[src/rtl/atr_gpio_pkg.sv]
// Package: shared register codes for the automatic transmit/receive pin block.
// Assumes a 3-bit register code field in the write address.
package atr_gpio_pkg;

    localparam int REG_CODE_W = 3;

    typedef enum logic [REG_CODE_W-1:0] {
        RC_OE       = 3'd0,
        RC_OUT      = 3'd1,
        RC_SW_SEL   = 3'd2,
        RC_SW_TX    = 3'd3,
        RC_SW_RX    = 3'd4
    } reg_code_e;

endpackage

[src/rtl/atr_bank_regs.sv]
// Module: register set of one pin bank (enable, output value, switch select,
// transmit pattern, receive pattern).
// Assumes the write strobe is already qualified by the bank decode; codes
// outside the defined set are ignored.
module atr_bank_regs
    import atr_gpio_pkg::*;
#(
    parameter int PINS = 16
) (
    input  logic                  clk,
    input  logic                  rst_n,
    input  logic                  wr_stb,
    input  logic [REG_CODE_W-1:0] wr_code,
    input  logic [PINS-1:0]       wr_mask,
    input  logic [PINS-1:0]       wr_val,
    output logic [PINS-1:0]       oe_q,
    output logic [PINS-1:0]       out_q,
    output logic [PINS-1:0]       sel_q,
    output logic [PINS-1:0]       txp_q,
    output logic [PINS-1:0]       rxp_q
);

    logic hit_oe, hit_out, hit_sel, hit_tx, hit_rx;

    // Decode which register of this bank the current write addresses.
    always_comb begin
        hit_oe  = wr_stb && (wr_code == RC_OE);
        hit_out = wr_stb && (wr_code == RC_OUT);
        hit_sel = wr_stb && (wr_code == RC_SW_SEL);
        hit_tx  = wr_stb && (wr_code == RC_SW_TX);
        hit_rx  = wr_stb && (wr_code == RC_SW_RX);
    end

    // Bit-masked merge for the enable register.
    always_ff @(posedge clk) begin
        if (!rst_n)      oe_q <= '0;
        else if (hit_oe) oe_q <= (oe_q & ~wr_mask) | (wr_val & wr_mask);
    end

    // Bit-masked merge for the output-value register.
    always_ff @(posedge clk) begin
        if (!rst_n)       out_q <= '0;
        else if (hit_out) out_q <= (out_q & ~wr_mask) | (wr_val & wr_mask);
    end

    // Whole-halfword loads for the three switching registers.
    always_ff @(posedge clk) begin
        if (!rst_n) begin
            sel_q <= '0;
            txp_q <= '0;
            rxp_q <= '0;
        end else begin
            if (hit_sel) sel_q <= wr_val;
            if (hit_tx)  txp_q <= wr_val;
            if (hit_rx)  rxp_q <= wr_val;
        end
    end

    assert_reset_clear_R1: assert property (@(posedge clk) disable iff (!rst_n)
        $rose(rst_n) |-> (oe_q == '0 && out_q == '0 && sel_q == '0 &&
                          txp_q == '0 && rxp_q == '0));

    assert_oe_unmasked_kept_R2: assert property (@(posedge clk) disable iff (!rst_n)
        hit_oe |=> ((oe_q & ~$past(wr_mask)) == ($past(oe_q) & ~$past(wr_mask))));

    assert_out_unmasked_kept_R3: assert property (@(posedge clk) disable iff (!rst_n)
        hit_out |=> ((out_q & ~$past(wr_mask)) == ($past(out_q) & ~$past(wr_mask))));

    assert_idle_bank_stable_R10: assert property (@(posedge clk) disable iff (!rst_n)
        (!wr_stb && !$rose(rst_n)) |=> ($stable(oe_q) && $stable(out_q) && $stable(sel_q) &&
                       $stable(txp_q) && $stable(rxp_q)));

endmodule

[src/rtl/atr_pin_mux.sv]
// Module: per-pin choice between the output-value register and the switching
// pattern picked by the registered FIFO flag.
// Assumes the flag input is already registered by the caller.
module atr_pin_mux #(
    parameter int PINS = 16
) (
    input  logic [PINS-1:0] out_reg,
    input  logic [PINS-1:0] sel_reg,
    input  logic [PINS-1:0] txp_reg,
    input  logic [PINS-1:0] rxp_reg,
    input  logic            tx_active,
    output logic [PINS-1:0] pin_val
);

    logic [PINS-1:0] pattern;

    // Pick the active switching pattern, then merge per pin.
    always_comb begin
        pattern = tx_active ? txp_reg : rxp_reg;
        pin_val = (out_reg & ~sel_reg) | (pattern & sel_reg);
    end

endmodule

[src/rtl/atr_pad_model.sv]
// Module: tri-state pad resolution for one bank; an enabled pin shows its
// driven value, a released pin shows the external level.
// Assumes the external source never fights an enabled driver.
module atr_pad_model #(
    parameter int PINS = 16
) (
    input  logic [PINS-1:0] drv_val,
    input  logic [PINS-1:0] drv_oe,
    input  logic [PINS-1:0] ext_val,
    output logic [PINS-1:0] pad_val
);

    for (genvar p = 0; p < PINS; p++) begin : g_pad
        // Resolve one pin.
        always_comb pad_val[p] = drv_oe[p] ? drv_val[p] : ext_val[p];
    end

endmodule

[src/rtl/atr_gpio_ctrl.sv]
// Module: top of the automatic transmit/receive pin controller.
// Decodes register writes to banks, registers the FIFO flag, drives the
// per-bank pin muxes and pad models, and forms the per-slot readback word.
// Assumes BANKS is a power of two, at least 4, with banks 2s and 2s+1
// forming slot s (transmit side even, receive side odd).
module atr_gpio_ctrl
    import atr_gpio_pkg::*;
#(
    parameter int PINS  = 16,
    parameter int BANKS = 4
) (
    input  logic                      clk,
    input  logic                      rst_n,
    input  logic                      wr_en,
    input  logic [$clog2(BANKS)+REG_CODE_W-1:0] wr_addr,
    input  logic [2*PINS-1:0]         wr_data,
    input  logic                      tx_fifo_nonempty,
    input  logic [BANKS*PINS-1:0]     pad_ext,
    output logic [BANKS*PINS-1:0]     pad_out,
    output logic [BANKS*PINS-1:0]     pad_oe,
    input  logic [$clog2(BANKS)-2:0]  rb_slot,
    output logic [2*PINS-1:0]         rb_data
);

    localparam int BANK_W = $clog2(BANKS);
    localparam int ADDR_W = BANK_W + REG_CODE_W;

    logic [BANK_W-1:0]     wr_bank;
    logic [REG_CODE_W-1:0] wr_code;
    logic [PINS-1:0]       wr_mask;
    logic [PINS-1:0]       wr_val;
    logic                  tx_active_q;

    logic [PINS-1:0] b_oe   [BANKS];
    logic [PINS-1:0] b_out  [BANKS];
    logic [PINS-1:0] b_sel  [BANKS];
    logic [PINS-1:0] b_txp  [BANKS];
    logic [PINS-1:0] b_rxp  [BANKS];
    logic [PINS-1:0] b_pin  [BANKS];
    logic [PINS-1:0] b_pad  [BANKS];

    // Split the write address and data into fields.
    always_comb begin
        wr_bank = wr_addr[BANK_W-1:0];
        wr_code = wr_addr[ADDR_W-1:BANK_W];
        wr_mask = wr_data[2*PINS-1:PINS];
        wr_val  = wr_data[PINS-1:0];
    end

    // Register the FIFO occupancy flag that steers switching.
    always_ff @(posedge clk) begin
        if (!rst_n) tx_active_q <= 1'b0;
        else        tx_active_q <= tx_fifo_nonempty;
    end

    for (genvar b = 0; b < BANKS; b++) begin : g_bank
        logic bank_stb;

        // Qualify the write strobe for this bank.
        always_comb bank_stb = wr_en && (wr_bank == BANK_W'(b));

        atr_bank_regs #(.PINS(PINS)) u_regs (
            .clk     (clk),
            .rst_n   (rst_n),
            .wr_stb  (bank_stb),
            .wr_code (wr_code),
            .wr_mask (wr_mask),
            .wr_val  (wr_val),
            .oe_q    (b_oe[b]),
            .out_q   (b_out[b]),
            .sel_q   (b_sel[b]),
            .txp_q   (b_txp[b]),
            .rxp_q   (b_rxp[b])
        );

        atr_pin_mux #(.PINS(PINS)) u_mux (
            .out_reg   (b_out[b]),
            .sel_reg   (b_sel[b]),
            .txp_reg   (b_txp[b]),
            .rxp_reg   (b_rxp[b]),
            .tx_active (tx_active_q),
            .pin_val   (b_pin[b])
        );

        atr_pad_model #(.PINS(PINS)) u_pad (
            .drv_val (b_pin[b]),
            .drv_oe  (b_oe[b]),
            .ext_val (pad_ext[b*PINS +: PINS]),
            .pad_val (b_pad[b])
        );

        // Flatten this bank onto the pin buses.
        always_comb begin
            pad_out[b*PINS +: PINS] = b_pin[b];
            pad_oe[b*PINS +: PINS]  = b_oe[b];
        end

        assert_unswitched_pins_R5: assert property (@(posedge clk) disable iff (!rst_n)
            ((b_pin[b] ^ b_out[b]) & ~b_sel[b]) == '0);

        assert_switched_tx_R6: assert property (@(posedge clk) disable iff (!rst_n)
            tx_active_q |-> (((b_pin[b] ^ b_txp[b]) & b_sel[b]) == '0));

        assert_switched_rx_R6: assert property (@(posedge clk) disable iff (!rst_n)
            !tx_active_q |-> (((b_pin[b] ^ b_rxp[b]) & b_sel[b]) == '0));

        assert_released_pins_R8: assert property (@(posedge clk) disable iff (!rst_n)
            ((b_pad[b] ^ pad_ext[b*PINS +: PINS]) & ~b_oe[b]) == '0);
    end

    logic [BANK_W-1:0] rb_tx_idx;
    logic [BANK_W-1:0] rb_rx_idx;

    // Select the two banks of the requested slot for readback.
    always_comb begin
        rb_tx_idx = {rb_slot, 1'b0};
        rb_rx_idx = {rb_slot, 1'b1};
        rb_data   = {b_pad[rb_rx_idx], b_pad[rb_tx_idx]};
    end

    assert_flag_one_cycle_R7: assert property (@(posedge clk) disable iff (!rst_n)
        (!$rose(rst_n) && !$stable(tx_fifo_nonempty)) |=> (tx_active_q == $past(tx_fifo_nonempty)));

endmodule

[config.mk]
export PLATFORM = sky130hd
export DESIGN_NAME = atr_gpio_ctrl
export DESIGN_NICKNAME = d
export VERILOG_FILES = /design/src/rtl/atr_gpio_pkg.sv /design/src/rtl/atr_bank_regs.sv /design/src/rtl/atr_pin_mux.sv /design/src/rtl/atr_pad_model.sv /design/src/rtl/atr_gpio_ctrl.sv
export SDC_FILE = /design/constraint.sdc
export NUM_CORES = 1
export LEC_CHECK = 0
export ABC_AREA = 0
export CELL_PAD_IN_SITES_DETAIL_PLACEMENT = 0
export CELL_PAD_IN_SITES_GLOBAL_PLACEMENT = 1
export CORE_MARGIN = 2
export CORE_UTILIZATION = 39
export CTS_CLUSTER_SIZE = 12
export DETAILED_ROUTE_END_ITERATION = 8
export DONT_BUFFER_PORTS = 1
export PLACE_DENSITY = 0.74
export SLEW_MARGIN = 20
export SYNTH_ARGS = -nofsm -noshare
export SYNTH_HDL_FRONTEND = slang
export SYNTH_SLANG_ARGS = --single-unit
export TNS_END_PERCENT = 1
[constraint.sdc]
create_clock -name clk -period 1.6 [get_ports clk]
set_input_delay 0.24 -clock clk [delete_from_list [all_inputs] [get_ports clk]]
set_output_delay 0.24 -clock clk [all_outputs]
set_load 0.01 [all_outputs]
Word-level counts from Yosys, hierarchy flattened
Cells that the tools add are included.

Magnitude comparators: 2. Equal/unequal tests: 7. Multiplexer cells: 74. Bitwise logic cells: 36. Reductions and logical operators: 26.

Operator list (number): 16-bit bitwise AND (17); 16-bit bitwise OR (12); 16-bit two-way mux (8); 16-bit NOT (5); 16-bit binary-select mux with 2-bit select (2); 1-bit two-way mux (64); 1-bit logical AND (24); 3-bit by 2-bit equality test with 1-bit output, second input constant (2); 3-bit greater-or-equal comparator, second input constant (2); 2-bit NOT with 3-bit output (2); 2-bit equality test, second input constant (2); 3-bit by 1-bit equality test with 1-bit output, second input constant (1); 3-bit equality test, second input constant (1); 3-bit logical NOT (1); 2-bit by 1-bit equality test with 1-bit output, second input constant (1); 2-bit logical NOT (1).

Register bits after elaboration: 321. Bits of input ports: 106. Output and inout bits: 160. Logic and storage cells: 166.

Logic depth before layout (Yosys ltp)
Word-level depth: 7. Gate-level depth with buffers: 6. Gate-level depth less buffers: 3.

By module
Synthesis repeated with hierarchy kept, for this count alone.

Cell total of the unflattened synthesis: 1642. Area total of the unflattened synthesis: 14855.5 um^2.

Modules (own cells, without submodules): atr_bank_regs (instances 4, cells each 334, area each 2991.6 um^2, sequential area each 1601.5 um^2); atr_pin_mux (instances 4, cells each 50, area each 331.6 um^2, sequential area each 0.0 um^2); atr_pad_model (instances 4, cells each 16, area each 240.2 um^2, sequential area each 0.0 um^2); atr_gpio_ctrl (instances 1, cells each 42, area each 601.8 um^2, sequential area each 20.0 um^2).

Worst setup path after synthesis
OpenSTA, ideal clock, no wires.

Path kind: reg2out. Start: register tx_active_q. End: output rb_data[10]. Arrival time: 1340 ps. Data required time: 1360 ps. Slack: 20 ps. Stages on the path, launching flop included: 6. Buffers on the path: 2. Cells stage by stage: dfxtp_1 buf_2 buf_2 mux2i_1 nand3_1 a22o_1.

Cells in the longest elaborated chain, start to end: 7. Elaborated cells between the ends (all ways): 19. Those cells by class: mux (11); bitwise (8).

RTL lines: from (decl) (RTL line atr_gpio_ctrl.sv:32) `logic tx_active_q;`; from (signal assigned) (RTL line atr_gpio_ctrl.sv:53) `else tx_active_q <= tx_fifo_nonempty;`; 16-bit two-way mux (RTL line atr_pin_mux.sv:19) `pattern = tx_active ? txp_reg : rxp_reg;`; 16-bit bitwise AND (RTL line atr_pin_mux.sv:20) `pin_val = (out_reg & ~sel_reg) | (pattern & sel_reg);`; 16-bit bitwise OR (RTL line atr_pin_mux.sv:20); 1-bit two-way mux (RTL line atr_pad_model.sv:15) `always_comb pad_val[p] = drv_oe[p] ? drv_val[p] : ext_val[p];`; 16-bit binary-select mux with 2-bit select * (RTL line atr_gpio_ctrl.sv:118) `rb_data = {b_pad[rb_rx_idx], b_pad[rb_tx_idx]};`; 16-bit two-way mux (implied by the code) * (2 in series) (RTL line atr_gpio_ctrl.sv:118); to (decl) (RTL line atr_gpio_ctrl.sv:22) `output logic [2*PINS-1:0] rb_data`.

Mark *: on every way between the ends. The rest lies on a longest branch, timed or not. The select of a mux whose other input is x is not followed.

Worst setup path after layout
Start: register tx_active_q. End: output rb_data[11].

The elaborated chain is that of the path after synthesis.

==> results_dict.tcl <==
set metrics [dict create \
    worstRegToRegCells 3 \
    stdcell_area_sq_um 20200 \
    post-route-period-util 1.34 \
    dr_total_vias 13600 \
    antenna_found_initial 3 \
    ys.flop_type "sky130_fd_sc_hd__dfxtp_1" \
    finalHoldViolations 0 \
    whs_path_depth 3 \
    share_of_synthesized_area_occupied_by_flip_flops_and_latches 0.431 \
    gp_congestion 0.812 \
    synth.net_count 1794 \
    post_synth.cell_area_avg_sq_um 8.83 \
    initial_util 0.396 \
    drc_marker_count_from_the_first_detailed_route_iteration 639 \
    fillerInstances 3496 \
    power_leakage_nw 8.08 \
    timing.hold.worst.class "input pin to register" \
    fin_crit_ns 2.15 \
    clock_tree.buffer_depth 3 \
    tightestPinTransition_ns 0.580 \
    post_route_cells_drive_above_1_share 0.116 \
    synthToLayoutAreaGrowth_pct 35.5 \
    dr.pass1.iters 6 \
    setup.worst_path.class "register to output pin" \
    setup-tns-final_ns -35.13 \
    report.final.setup_viol 96 \
    report.final.slew_viol_count 0 \
    drt-total-wl_mm 49.2 \
    detailed_place_hpwl_mm 28.8 \
    worst-r2r-setup-slack_ns 0.22 \
    worst_slew_margin_rel 0.613 \
    gr-total-overflow 0 \
    track_usage 0.244 \
    postSynthRegisterBits 321 \
    placed_area_sq_um 15700 \
    die_area_sq_um 39800 \
    numCtsBuffers 37 \
    clk_transition_reported_paths_ns 0.06 \
    final_worst_slack_ns -0.545 \
    design_power_total_w 0.0182 \
    critPathArrivalTime_ns 1.91 \
    worstPathRequired_ns 1.36 \
    startpoint_type "register" \
    port-buffer-count 0 \
    cts_sinks 321 \
    synth-async-reset-ratio 0 \
    synth_enable_flop_cells 0 \
    ir_drop_uv 712 \
    cts_tree "yes" \
    clk-insertion-delay-late_ns 0.51 \
    run_status "complete, but fails checks" \
    grt_pass1_vias 13700 \
    htree_levels 2 \
    violated_checks "negative setup slack" \
    min_from "wr_addr[1]" \
    clock-root-buffer "sky130_fd_sc_hd__clkbuf_16" \
    ys.warnings.count 0 \
    drc 0 \
    placeableCoreArea_sq_um 37700 \
    drv_cap 0 \
    avgRoutedWirePerCell_um 19.8 \
    synthesis.area_sq_um 14900 \
    clock.fmax_mhz 466 \
    die_w_um 200 \
    first_pass_grt_wire_length_mm 76.0 \
    route.detailed.vias_per_inst 5.48 \
    grt_start_max_net_pins 274 \
    rsz0062_at_grt "true" \
    worstPathMaxFanout 28 \
    height_of_the_die_um 200 \
    nets 2055 \
    io-pin-count 266 \
    worst_setup_path_startpoint "tx_active_q$_SDFF_PN0_" \
    worst_setup_end_kind "output pin" \
    timing.hold.ws_ns 0.0340 \
    synthesis.instances 1688 \
    std_cell_rows 71 \
    synth_cell_type_count 25 \
    fin_worst_skew_ns 0 \
    powerDensity_nw_per_um2 903 \
    final_antenna_net_count 0 \
]
[area by class of cell]
cell class,count,area [sq um],share of cell area
Antenna cell,2,5.00,0.000248
Clock buffer,49,1110,0.0551
Tap cell,511,639,0.0317
Sequential cell,321,6430,0.318
Clock inverter,12,195,0.00966
Timing Repair Buffer,367,3720,0.184
Multi-Input combinational cell,1222,8100,0.401
[cell usage in the layout, fill, tap and decap left out, types with 5 or more instances in the layout]
cell type                        netlist  layout
sky130_fd_sc_hd__nand3_1             192     192
sky130_fd_sc_hd__mux2i_4               0      12
sky130_fd_sc_hd__a22o_1               32      31
sky130_fd_sc_hd__mux2i_2               0      22
sky130_fd_sc_hd__a211oi_1             32      32
sky130_fd_sc_hd__clkbuf_16             0      40
sky130_fd_sc_hd__dfxtp_1             321     320
sky130_fd_sc_hd__nor2_1               96      96
sky130_fd_sc_hd__clkbuf_8              0      10
sky130_fd_sc_hd__nand2_2               8       8
sky130_fd_sc_hd__buf_4                12      73
sky130_fd_sc_hd__nand2_1             336     336
sky130_fd_sc_hd__o21ai_0              32      32
sky130_fd_sc_hd__a21oi_1              96      75
sky130_fd_sc_hd__a21oi_2               0      20
sky130_fd_sc_hd__dlygate4sd3_1         0     267
sky130_fd_sc_hd__buf_12                0      14
sky130_fd_sc_hd__bufinv_16             0       5
sky130_fd_sc_hd__mux2i_1             384     350
sky130_fd_sc_hd__dlymetal6s4s_1        0       7
[worst max-delay path, cell delays in order, from the launching register on]
cell and delay (ns):
sky130_fd_sc_hd__dfxtp_4 0.40, sky130_fd_sc_hd__buf_16 0.24, sky130_fd_sc_hd__mux2i_1 0.31, sky130_fd_sc_hd__nand3_1 0.15, sky130_fd_sc_hd__a22o_1 0.26
[per-layer routing]
metal,GRT usage,up-vias,share of wire
met1,0.324,6775,0.46
met4,0.0716,2,0.024
met2,0.399,374,0.46
li1,-,6386,-
met3,0.0516,78,0.064
met5,0,-,0.00033
[synth_stat cells, drive strengths merged (3+ instances only)]
master | number | area share
o21ai | 32 | 0.011
a21oi | 96 | 0.032
buf | 60 | 0.027
nand2 | 344 | 0.088
and4bb | 3 | 0.0025
a22o | 32 | 0.019
mux2i | 384 | 0.26
nor2 | 97 | 0.025
a211oi | 32 | 0.016
clkbuf | 85 | 0.021
dfxtp | 321 | 0.43
nand3 | 192 | 0.064
[logic make-up after synthesis]
logic type,synth area share
compound gates,0.0779
flops,0.431
buf+inv,0.0485
simple gates,0.185
mux,0.258
[metrics by stage]
stage          setup slack [ns]  utilization  cells
2_1_floorplan            0.0196            -   1688
6_report                 -0.545        0.536   2484
3_5_place_dp            -0.0326        0.417   2144
4_1_cts                  -0.572        0.531   2482
3_3_place_gp            -0.0298        0.417   2144
5_1_grt                  -0.610        0.536   2484
[power by group]
| part | leakage, nW | internal [W] | switching [W] | total [W] |
|---|---|---|---|---|
| registers | 2.59 | 0.00804 | 0.0000514 | 0.00809 |
| logic | 4.85 | 0.000417 | 0.000665 | 0.00108 |
| clock network | 0.648 | 0.00567 | 0.00340 | 0.00906 |
| total | 8.08 | 0.0141 | 0.00411 | 0.0182 |
[worst max-delay path by stage]
| stage | end | slack, ns |
|---|---|---|
| 2_1_floorplan | rb_data[10] | 0.02 |
| 3_5_place_dp | rb_data[4] | -0.03 |
| 3_3_place_gp | rb_data[2] | -0.03 |
| 6_report | rb_data[11] | -0.55 |
| 4_1_cts | rb_data[3] | -0.57 |
| 5_1_grt | rb_data[2] | -0.61 |
[repair_timing]
| item | CTS | global route |
|---|---|---|
| setup buffers | 1 | 0 |
| gates resized for setup | 38 | 43 |
| hold buffers | 275 | 0 |
| pin swaps | 21 | 19 |
| hold endpoints to repair | 321 | 0 |
| endpoints found under the setup margin | 96 | 103 |
| gates cloned | 1 | 1 |
(Power assumes the default switching activity.)
